<file path="config.mk">
export PLATFORM = sky130hd
export DESIGN_NAME = rail_sequencer
export DESIGN_NICKNAME = d
export VERILOG_FILES = /design/src/rtl/railseq_pkg.sv /design/src/rtl/railseq_sync.sv /design/src/rtl/railseq_delay.sv /design/src/rtl/railseq_wdog.sv /design/src/rtl/rail_sequencer.sv
export SDC_FILE = /design/constraint.sdc
export NUM_CORES = 1
export LEC_CHECK = 0
export CAP_MARGIN = 20
export CORE_ASPECT_RATIO = 1.25
export CORE_MARGIN = 5
export CORE_UTILIZATION = 50
export CTS_BUF_LIST = sky130_fd_sc_hd__clkbuf_8
export DETAILED_ROUTE_END_ITERATION = 7
export GPL_TIMING_DRIVEN = 0
export PLACE_DENSITY = 0.72
export SETUP_SLACK_MARGIN = 0.05
export SKIP_CTS_REPAIR_TIMING = 1
export SLEW_MARGIN = 40
export SYNTH_ARGS = -nofsm -noshare
export SYNTH_HDL_FRONTEND = slang
export SYNTH_SLANG_ARGS = --single-unit
</file>
<file path="constraint.sdc">
create_clock -name clk -period 4 [get_ports clk]
set_input_delay 0.8 -clock clk [delete_from_list [all_inputs] [get_ports clk]]
set_output_delay 0.8 -clock clk [all_outputs]
set_load 0.03 [all_outputs]
</file>
<file path="src/rtl/railseq_pkg.sv">
// Package: shared state, output bundle and encodings for the rail sequencer.
// Assumes nothing beyond SystemVerilog-2017 packed types.
package railseq_pkg;

    // Bit positions of the synchronized input bundle.
    localparam int SI_PG_5V    = 0;
    localparam int SI_PG_1V8   = 1;
    localparam int SI_PG_1V05  = 2;
    localparam int SI_PG_D25   = 3;
    localparam int SI_PG_D12   = 4;
    localparam int SI_PG_IO    = 5;
    localparam int SI_CORE_RDY = 6;
    localparam int SI_SLP_DEEP = 7;
    localparam int SI_SLP_SUSP = 8;
    localparam int SI_REQ      = 9;
    localparam int SI_KILL     = 10;
    localparam int SI_COUNT    = 11;

    // Settled power level codes seen on pstate.
    localparam logic [1:0] PST_OFF  = 2'd0;
    localparam logic [1:0] PST_STBY = 2'd1;
    localparam logic [1:0] PST_SUSP = 2'd2;
    localparam logic [1:0] PST_RUN  = 2'd3;

    typedef enum logic [4:0] {
        S_OFF, S_UP_5V, S_UP_3V3, S_UP_1V8, S_RST_DLY,
        S_STBY, S_UP_DRAM, S_SUSP,
        S_UP_SUS, S_RUN_DLY, S_UP_IO, S_CORE_EN, S_CORE_DLY, S_UP_RDY, S_OK_DLY,
        S_RUN,
        S_DN_SUSPG, S_DN_HOSTOK, S_DN_SYSOK, S_DN_CORE, S_DN_RUN, S_DN_IOGAP,
        S_DN_RST, S_DN_RAILGAP, S_DN_3V3, S_DN_5V
    } seq_state_t;

    // Registered output bundle.
    typedef struct packed {
        logic en_5v;
        logic en_3v3;
        logic en_1v8;
        logic en_run;
        logic en_io;
        logic en_core;
        logic sus_pg;
        logic sys_pwrok;
        logic host_pwrok;
        logic host_rst_n;
    } rail_out_t;

endpackage

</file>
<file path="src/rtl/railseq_sync.sv">
// Module: two-flop synchronizer bank for asynchronous status inputs.
// Assumes each bit is independent (no multi-bit coherence needed).
module railseq_sync #(
    parameter int WIDTH = 8
) (
    input  logic             clk,
    input  logic             rst_n,
    input  logic [WIDTH-1:0] d,
    output logic [WIDTH-1:0] q
);
    for (genvar i = 0; i < WIDTH; i++) begin : g_bit
        logic s1, s2;
        // Two-stage capture of one input bit.
        always_ff @(posedge clk) begin
            if (!rst_n) begin
                s1 <= 1'b0;
                s2 <= 1'b0;
            end else begin
                s1 <= d[i];
                s2 <= s1;
            end
        end
        assign q[i] = s2;
    end
endmodule

</file>
<file path="src/rtl/railseq_delay.sv">
// Module: shared down-counter for all fixed delays and gaps.
// Assumes the owner loads a non-zero count and waits for zero.
module railseq_delay #(
    parameter int WIDTH = 16
) (
    input  logic             clk,
    input  logic             rst_n,
    input  logic             load,
    input  logic [WIDTH-1:0] load_val,
    output logic             zero
);
    logic [WIDTH-1:0] cnt;

    // Load on request, otherwise count down to zero and hold.
    always_ff @(posedge clk) begin
        if (!rst_n)
            cnt <= '0;
        else if (load)
            cnt <= load_val;
        else if (cnt != '0)
            cnt <= cnt - 1'b1;
    end

    assign zero = (cnt == '0);
endmodule

</file>
<file path="src/rtl/railseq_wdog.sv">
// Module: per-wait timeout counter; restarts whenever the owner changes state.
// Assumes LIMIT >= 2.
module railseq_wdog #(
    parameter int LIMIT = 1000
) (
    input  logic clk,
    input  logic rst_n,
    input  logic clear,
    input  logic arm,
    output logic expired
);
    localparam int W = $clog2(LIMIT + 1);
    localparam logic [W-1:0] LAST = W'(LIMIT - 1);

    logic [W-1:0] cnt;

    // Count cycles spent in one armed wait, saturating at the limit.
    always_ff @(posedge clk) begin
        if (!rst_n || clear || !arm)
            cnt <= '0;
        else if (cnt != LAST)
            cnt <= cnt + 1'b1;
    end

    assign expired = arm && (cnt == LAST);
endmodule

</file>
<file path="src/rtl/rail_sequencer.sv">
// Module: platform power rail sequencer (top).
// Walks off -> standby -> suspend -> run in a fixed rail order, waits on
// synchronized power-good inputs and millivolt readings, inserts fixed delays
// from one shared counter, and tears down in reverse with enforced gaps.
// Assumes mv_* are synchronous to clk; all other inputs may be asynchronous.
module rail_sequencer #(
    parameter int CLK_KHZ     = 24000,
    parameter int RST_DLY_US  = 10000,
    parameter int STEP_DLY_US = 2000,
    parameter int GAP_NS      = 400,
    parameter int TIMEOUT_CYC = CLK_KHZ * 1000,
    parameter int MV_W        = 13,
    parameter int TH_3V3_MV   = 3000,
    parameter int TH_SUS_MV   = 1000
) (
    input  logic            clk,
    input  logic            rst_n,
    input  logic            pwr_req,
    input  logic            force_off,
    input  logic            slp_deep_n,
    input  logic            slp_susp_n,
    input  logic            pg_5v,
    input  logic            pg_1v8,
    input  logic            pg_1v05,
    input  logic            pg_dram25,
    input  logic            pg_dram12,
    input  logic            pg_io,
    input  logic            core_ready,
    input  logic [MV_W-1:0] mv_3v3,
    input  logic [MV_W-1:0] mv_sus,
    output logic            en_5v,
    output logic            en_3v3,
    output logic            en_1v8,
    output logic            en_run,
    output logic            en_io,
    output logic            en_core,
    output logic            sus_pg,
    output logic            sys_pwrok,
    output logic            host_pwrok,
    output logic            host_rst_n,
    output logic [1:0]      pstate
);
    import railseq_pkg::*;

    localparam int RST_CYC  = (RST_DLY_US * CLK_KHZ) / 1000;
    localparam int STEP_CYC = (STEP_DLY_US * CLK_KHZ) / 1000;
    localparam int GAP_CYC  = (GAP_NS * CLK_KHZ) / 1000000 + 1;
    localparam int DLY_MAX  = (RST_CYC > STEP_CYC) ?
                              ((RST_CYC > GAP_CYC) ? RST_CYC : GAP_CYC) :
                              ((STEP_CYC > GAP_CYC) ? STEP_CYC : GAP_CYC);
    localparam int DLY_W    = $clog2(DLY_MAX + 1);
    localparam logic [DLY_W-1:0] RST_LD  = DLY_W'(RST_CYC);
    localparam logic [DLY_W-1:0] STEP_LD = DLY_W'(STEP_CYC);
    localparam logic [DLY_W-1:0] GAP_LD  = DLY_W'(GAP_CYC);
    localparam logic [MV_W-1:0]  TH_3V3  = MV_W'(TH_3V3_MV);
    localparam logic [MV_W-1:0]  TH_SUS  = MV_W'(TH_SUS_MV);

    // ---------------- input synchronization ----------------
    logic [SI_COUNT-1:0] raw_in, sy;

    assign raw_in = {force_off, pwr_req, slp_susp_n, slp_deep_n, core_ready,
                     pg_io, pg_dram12, pg_dram25, pg_1v05, pg_1v8, pg_5v};

    railseq_sync #(.WIDTH(SI_COUNT)) u_sync (
        .clk(clk), .rst_n(rst_n), .d(raw_in), .q(sy)
    );

    // ---------------- state and helpers ----------------
    seq_state_t       state_q, state_n;
    rail_out_t        outs_q, outs_n;
    logic             to_off_q, to_off_n;
    logic             req_prev;
    logic             tmr_load, tmr_zero;
    logic [DLY_W-1:0] tmr_val;
    logic             wait_st, wd_clr, wd_exp;
    logic             req_rise, kill, powered, run_side;

    assign req_rise = sy[SI_REQ] && !req_prev;
    assign kill     = sy[SI_KILL] || !sy[SI_REQ];
    assign powered  = !(state_q inside {S_OFF, S_DN_SUSPG, S_DN_HOSTOK,
                        S_DN_SYSOK, S_DN_CORE, S_DN_RUN, S_DN_IOGAP, S_DN_RST,
                        S_DN_RAILGAP, S_DN_3V3, S_DN_5V});
    assign run_side = state_q inside {S_UP_SUS, S_RUN_DLY, S_UP_IO, S_CORE_EN,
                        S_CORE_DLY, S_UP_RDY, S_OK_DLY, S_RUN};

    railseq_delay #(.WIDTH(DLY_W)) u_delay (
        .clk(clk), .rst_n(rst_n), .load(tmr_load), .load_val(tmr_val),
        .zero(tmr_zero)
    );

    railseq_wdog #(.LIMIT(TIMEOUT_CYC)) u_wdog (
        .clk(clk), .rst_n(rst_n), .clear(wd_clr), .arm(wait_st),
        .expired(wd_exp)
    );

    // Next-state, next-output and timer control for the sequence.
    always_comb begin
        state_n  = state_q;
        outs_n   = outs_q;
        to_off_n = to_off_q;
        tmr_load = 1'b0;
        tmr_val  = '0;
        wait_st  = 1'b0;
        case (state_q)
            S_OFF: if (req_rise && !sy[SI_KILL]) begin
                outs_n.en_5v = 1'b1;
                state_n      = S_UP_5V;
            end
            S_UP_5V: begin
                wait_st = 1'b1;
                if (sy[SI_PG_5V]) begin
                    outs_n.en_3v3 = 1'b1;
                    state_n       = S_UP_3V3;
                end else if (wd_exp) begin
                    state_n = S_DN_SUSPG; to_off_n = 1'b1;
                end
            end
            S_UP_3V3: begin
                wait_st = 1'b1;
                if (mv_3v3 >= TH_3V3) begin
                    outs_n.en_1v8 = 1'b1;
                    state_n       = S_UP_1V8;
                end else if (wd_exp) begin
                    state_n = S_DN_SUSPG; to_off_n = 1'b1;
                end
            end
            S_UP_1V8: begin
                wait_st = 1'b1;
                if (sy[SI_PG_1V8] && sy[SI_PG_1V05]) begin
                    tmr_load = 1'b1; tmr_val = RST_LD;
                    state_n  = S_RST_DLY;
                end else if (wd_exp) begin
                    state_n = S_DN_SUSPG; to_off_n = 1'b1;
                end
            end
            S_RST_DLY: if (tmr_zero) begin
                outs_n.host_rst_n = 1'b1;
                state_n           = S_STBY;
            end
            S_STBY: if (sy[SI_SLP_DEEP]) state_n = S_UP_DRAM;
            S_UP_DRAM: begin
                wait_st = 1'b1;
                if (!sy[SI_SLP_DEEP])
                    state_n = S_STBY;
                else if (sy[SI_PG_D25] && sy[SI_PG_D12])
                    state_n = S_SUSP;
                else if (wd_exp) begin
                    state_n = S_DN_SUSPG; to_off_n = 1'b1;
                end
            end
            S_SUSP: begin
                if (!sy[SI_SLP_DEEP])     state_n = S_STBY;
                else if (sy[SI_SLP_SUSP]) state_n = S_UP_SUS;
            end
            S_UP_SUS: begin
                wait_st = 1'b1;
                if (mv_sus >= TH_SUS) begin
                    outs_n.en_run = 1'b1;
                    tmr_load = 1'b1; tmr_val = STEP_LD;
                    state_n  = S_RUN_DLY;
                end else if (wd_exp) begin
                    state_n = S_DN_SUSPG; to_off_n = 1'b1;
                end
            end
            S_RUN_DLY: if (tmr_zero) begin
                outs_n.en_io = 1'b1;
                state_n      = S_UP_IO;
            end
            S_UP_IO: begin
                wait_st = 1'b1;
                if (sy[SI_PG_IO]) begin
                    outs_n.sus_pg = 1'b1;
                    state_n       = S_CORE_EN;
                end else if (wd_exp) begin
                    state_n = S_DN_SUSPG; to_off_n = 1'b1;
                end
            end
            S_CORE_EN: begin
                outs_n.en_core = 1'b1;
                tmr_load = 1'b1; tmr_val = STEP_LD;
                state_n  = S_CORE_DLY;
            end
            S_CORE_DLY: if (tmr_zero) begin
                outs_n.sys_pwrok = 1'b1;
                state_n          = S_UP_RDY;
            end
            S_UP_RDY: begin
                wait_st = 1'b1;
                if (sy[SI_CORE_RDY]) begin
                    tmr_load = 1'b1; tmr_val = STEP_LD;
                    state_n  = S_OK_DLY;
                end else if (wd_exp) begin
                    state_n = S_DN_SUSPG; to_off_n = 1'b1;
                end
            end
            S_OK_DLY: if (tmr_zero) begin
                outs_n.host_pwrok = 1'b1;
                state_n           = S_RUN;
            end
            S_RUN: ;
            S_DN_SUSPG:  begin outs_n.sus_pg     = 1'b0; state_n = S_DN_HOSTOK; end
            S_DN_HOSTOK: begin outs_n.host_pwrok = 1'b0; state_n = S_DN_SYSOK;  end
            S_DN_SYSOK:  begin outs_n.sys_pwrok  = 1'b0; state_n = S_DN_CORE;   end
            S_DN_CORE:   begin outs_n.en_core    = 1'b0; state_n = S_DN_RUN;    end
            S_DN_RUN: begin
                outs_n.en_run = 1'b0;
                tmr_load = 1'b1; tmr_val = GAP_LD;
                state_n  = S_DN_IOGAP;
            end
            S_DN_IOGAP: if (tmr_zero) begin
                outs_n.en_io = 1'b0;
                state_n      = to_off_q ? S_DN_RST : S_SUSP;
            end
            S_DN_RST: begin
                outs_n.host_rst_n = 1'b0;
                tmr_load = 1'b1; tmr_val = GAP_LD;
                state_n  = S_DN_RAILGAP;
            end
            S_DN_RAILGAP: if (tmr_zero) begin
                outs_n.en_1v8 = 1'b0;
                state_n       = S_DN_3V3;
            end
            S_DN_3V3: begin outs_n.en_3v3 = 1'b0; state_n = S_DN_5V; end
            S_DN_5V:  begin outs_n.en_5v  = 1'b0; state_n = S_OFF;   end
            default: state_n = S_OFF;
        endcase

        // Leaving run-side states when the host re-enters suspend sleep.
        if (run_side && !sy[SI_SLP_SUSP] && state_n != S_DN_SUSPG) begin
            state_n  = S_DN_SUSPG;
            outs_n   = outs_q;
            tmr_load = 1'b0;
            to_off_n = 1'b0;
        end
        // Forced shutdown or request loss overrides everything.
        if (powered && kill) begin
            state_n  = S_DN_SUSPG;
            outs_n   = outs_q;
            tmr_load = 1'b0;
            to_off_n = 1'b1;
        end
    end

    assign wd_clr = (state_n != state_q);

    // Sequencer registers: state, outputs, teardown target, request edge.
    always_ff @(posedge clk) begin
        if (!rst_n) begin
            state_q  <= S_OFF;
            outs_q   <= '0;
            to_off_q <= 1'b0;
            req_prev <= 1'b0;
        end else begin
            state_q  <= state_n;
            outs_q   <= outs_n;
            to_off_q <= to_off_n;
            req_prev <= sy[SI_REQ];
        end
    end

    // Settled power level, updated on arrival at a settled state.
    always_ff @(posedge clk) begin
        if (!rst_n)
            pstate <= PST_OFF;
        else begin
            case (state_n)
                S_OFF:   pstate <= PST_OFF;
                S_STBY:  pstate <= PST_STBY;
                S_SUSP:  pstate <= PST_SUSP;
                S_RUN:   pstate <= PST_RUN;
                default: ;
            endcase
        end
    end

    assign en_5v      = outs_q.en_5v;
    assign en_3v3     = outs_q.en_3v3;
    assign en_1v8     = outs_q.en_1v8;
    assign en_run     = outs_q.en_run;
    assign en_io      = outs_q.en_io;
    assign en_core    = outs_q.en_core;
    assign sus_pg     = outs_q.sus_pg;
    assign sys_pwrok  = outs_q.sys_pwrok;
    assign host_pwrok = outs_q.host_pwrok;
    assign host_rst_n = outs_q.host_rst_n;

    // ---------------- ordering assertions ----------------
    assert_3v3_after_5v_R2: assert property (@(posedge clk) disable iff (!rst_n)
        $rose(en_3v3) |-> en_5v);
    assert_rst_release_rails_R3: assert property (@(posedge clk) disable iff (!rst_n)
        $rose(host_rst_n) |-> (en_5v && en_3v3 && en_1v8));
    assert_io_after_run_R5: assert property (@(posedge clk) disable iff (!rst_n)
        $rose(en_io) |-> en_run);
    assert_pwrok_last_R5: assert property (@(posedge clk) disable iff (!rst_n)
        $rose(host_pwrok) |-> (sys_pwrok && sus_pg && en_core && en_io));
    assert_io_drop_last_R6: assert property (@(posedge clk) disable iff (!rst_n)
        $fell(en_io) |-> (!en_run && !sus_pg && !host_pwrok && !en_core));
    assert_5v_drop_last_R7: assert property (@(posedge clk) disable iff (!rst_n)
        $fell(en_5v) |-> (!en_3v3 && !en_1v8 && !host_rst_n && !en_io));

endmodule

</file>
==> qor.yml <==
sta:
  slew-limit-headroom: 0.507
  final.period_utilization: 0.915
  fmaxAchievable_mhz: 273
  max_transition_viols_final: 0
  worst_pin_slew_ns: 0.734
  rsz0062_at_grt: "false"
  hold_slack_ns: 0.437
  finalHoldViolations: 0
  finalSetupViolations: 0
  layout_min_cycle_time_ns: 3.66
  clock_skew_ns: 0.00853
  final.setup.tns_ns: 0
detailed_routing:
  drt-total-wl_um: 12200
  routed_wire_length_per_instance_um: 17.3
  detail_route.drc_violations: 0
  dr_pass1_iterations: 5
  postRouteAntennaNets: 0
  initialDrtViolationCount: 277
  route.vias.total: 4079
  vias_per_cell: 5.75
worst_setup_path:
  worst-setup-path-type: "in -> reg"
  timing.critical_path.cells: "clkdlybuf4s50_1 -> nand4_1 -> o21ai_0 -> nor2b_1 -> nand4bb_1 -> nor4_2 -> nor3_2 -> xnor2_1 -> or4_1 -> buf_6 -> buf_12 -> nor2_4"
  crit_path_top_delay_cell: "or4_1"
  startpoint_type: "input port"
  crit_path_end_kind: "register"
  required_ns: 4.31
  cpPeakStageDelay_ns: 0.57
  critical_path_peak_fanout: 10
  critical_path_arrival_ns: 3.97
floorplanning:
  rows: 39
  initial_core_util: 0.509
  fp.dieH_um: 118
  boundaryPins: 51
  die_area_um2: 11300
  core-area_um2: 9130
  die_w_um: 96.2
logic_synthesis:
  synth.yosys.warnings: 0
  synthesis.nets: 567
  synth_edf_count: 0
  synth-seq-cells: 84
  ys_dominant_reg_cell: "dfxtp_1"
  synth_seq_area_share: 0.362
  async_flop_share: 0
  synth.distinct_cells: 82
  synthesis.area_um2: 4650
  postSynthCellCount: 526
  average_footprint_of_a_synthesized_cell_um2: 8.83
grt:
  grt_util_all_layers: 0.223
  grt_max_degree: 14
  initial_antenna_violation_count: 0
  grt_residual_overflow: 0
  via_count_of_the_first_global_routing_pass: 3986
  grt_pass1_wl_um: 19900
final_layout:
  final_nets: 622
  mostFrequentLayoutCells: "dfxtp_1, nor2_1, clkdlybuf4s50_1"
  antenna_cells: 0
  mostFrequentLayoutCell: "dfxtp_1"
  syn_to_final_growth_pct: 17.4
  layout-drive-gt1-share: 0.142
placement:
  gp_congestion: 0.974
  detailed_place_hpwl_um: 9230
  io_buffer_count: 44
power:
  vdd_ir_drop_max_mv: 0.248
  pleak_nw: 1.79
  power_per_cell_area_nw_per_um2: 538
  power.total_mw: 2.93
worst_hold_path:
  timing.hold.worst.class: "reg -> reg"
clock_network:
  numClockSinks: 84
  tritoncts: "yes"
  cts.reportedPaths.clkPinSlew_ns: 0.08
  clkLatencyLatePin_ns: 0.37
  ctsRootBufferMaster: "clkbuf_8"
  cts_inserted_buffers: 9
  cts.path.max_buffers: 2
  cts-htree-levels: 3
run:
  drv.max_cap_violation_count: 0
run_status:
  outcome: "finished, final reports clean"
## through the flow
stage               instances  worst slack, ns  utilization  instance area [µm²]
floorplan                 526            0.881            -                 4650
global placement          693           0.0718        0.574                 5240
detailed placement        693           0.0328        0.574                 5240
CTS                       709            0.389        0.598                 5460
global route              709           0.0838        0.598                 5460
finish                    709            0.341        0.598                 5460
## path summary, 6_finish.rpt
path / slack (ns) / endpoint / depth (start not counted) / from
hold reg to reg: 0.44 / u_sync.g_bit[10].s2 / 1 / u_sync.g_bit[10].s1
hold / removal: 0.44 / u_sync.g_bit[10].s2 / 1 / u_sync.g_bit[10].s1
setup reg to reg: 0.41 / u_wdog.cnt[8] / 15 / u_delay.cnt[0]
setup / recovery: 0.34 / u_wdog.cnt[8] / 12 / mv_sus[8]
## final cells by class
class | instances | area (µm²)
Clock inverter | 6 | 78.8
Buffer | 26 | 191
Sequential cell | 84 | 1680
Inverter | 14 | 52.6
Multi-Input combinational cell | 402 | 2720
Timing Repair Buffer | 44 | 440
Clock buffer | 10 | 138
Tap cell | 123 | 154
Fill cell | 832 | 3670
## cells in the mapped netlist (all sizes together) (3+ instances only)
master  instances  area (µm²)
a211oi          3        27.5
a21oi          20         111
a31o            3        35.0
a31oi           3        18.8
and2           30         188
and3            6        37.5
buf            14         139
clkbuf         12        52.6
dfxtp          84        1680
inv            12        45.0
mux2i           3        30.0
nand2          36         135
nand2b         12        75.1
nand3          23         115
nand3b          3        22.5
nand4           9        56.3
nor2           65         397
nor2b          12        75.1
nor3           22         146
nor3b           4        46.3
nor4           15         113
o21ai          29         160
o221ai          3        32.5
o22ai           8        50.1
o31ai           4        30.0
or2             3        18.8
or3             3        18.8
or4             6        50.1
xnor2          24         210
xor2           15         131
## report_power, final
part | internal [mW] | switching [mW]
Clock | 0.363 | 0.298
Sequential | 0.936 | 0.0858
Combinational | 0.514 | 0.737
## kinds of logic (layout without fill, tap and decap cells)
| family | count (synthesis) | after routing | share of synthesized area |
|---|---|---|---|
| mux | 3 | 3 | 0.00646 |
| simple gates | 259 | 259 | 0.343 |
| flops | 84 | 84 | 0.362 |
| buf+inv | 40 | 100 | 0.0525 |
| xor+xnor | 39 | 39 | 0.0735 |
| fa+ha+maj | 2 | 2 | 0.00538 |
| compound gates | 99 | 99 | 0.157 |
## sequential cells by signal (all words and copies together), names as in the netlist
name,cells
u_wdog.cnt,25
u_delay.cnt,18
u_sync.g_bit.s1,11
u_sync.g_bit.s2,11
state_q,5
pstate,2
en_1v8,1
en_3v3,1
en_5v,1
en_core,1
en_io,1
en_run,1
host_pwrok,1
host_rst_n,1
req_prev,1
sus_pg,1
sys_pwrok,1
to_off_q,1
## layer usage
| metal | wire [µm] | track usage | share of wire |
|---|---|---|---|
| met1 | 5370 | 0.295 | 0.44 |
| met3 | 597 | 0.0288 | 0.049 |
| met4 | 355 | 0.102 | 0.029 |
| met5 | 0 | 0 | 0 |
| met2 | 5930 | 0.353 | 0.48 |
## critical path: cells and delay by family
family / cells / cell delay (ns)
AOI/OAI and AO/OA: 1 / 0.35
xor gates and xnor gates: 1 / 0.09
buffers and inverters: 3 / 0.79
and+or+nand+nor: 7 / 1.93
No activity file was read; power rests on OpenSTA's default activity.
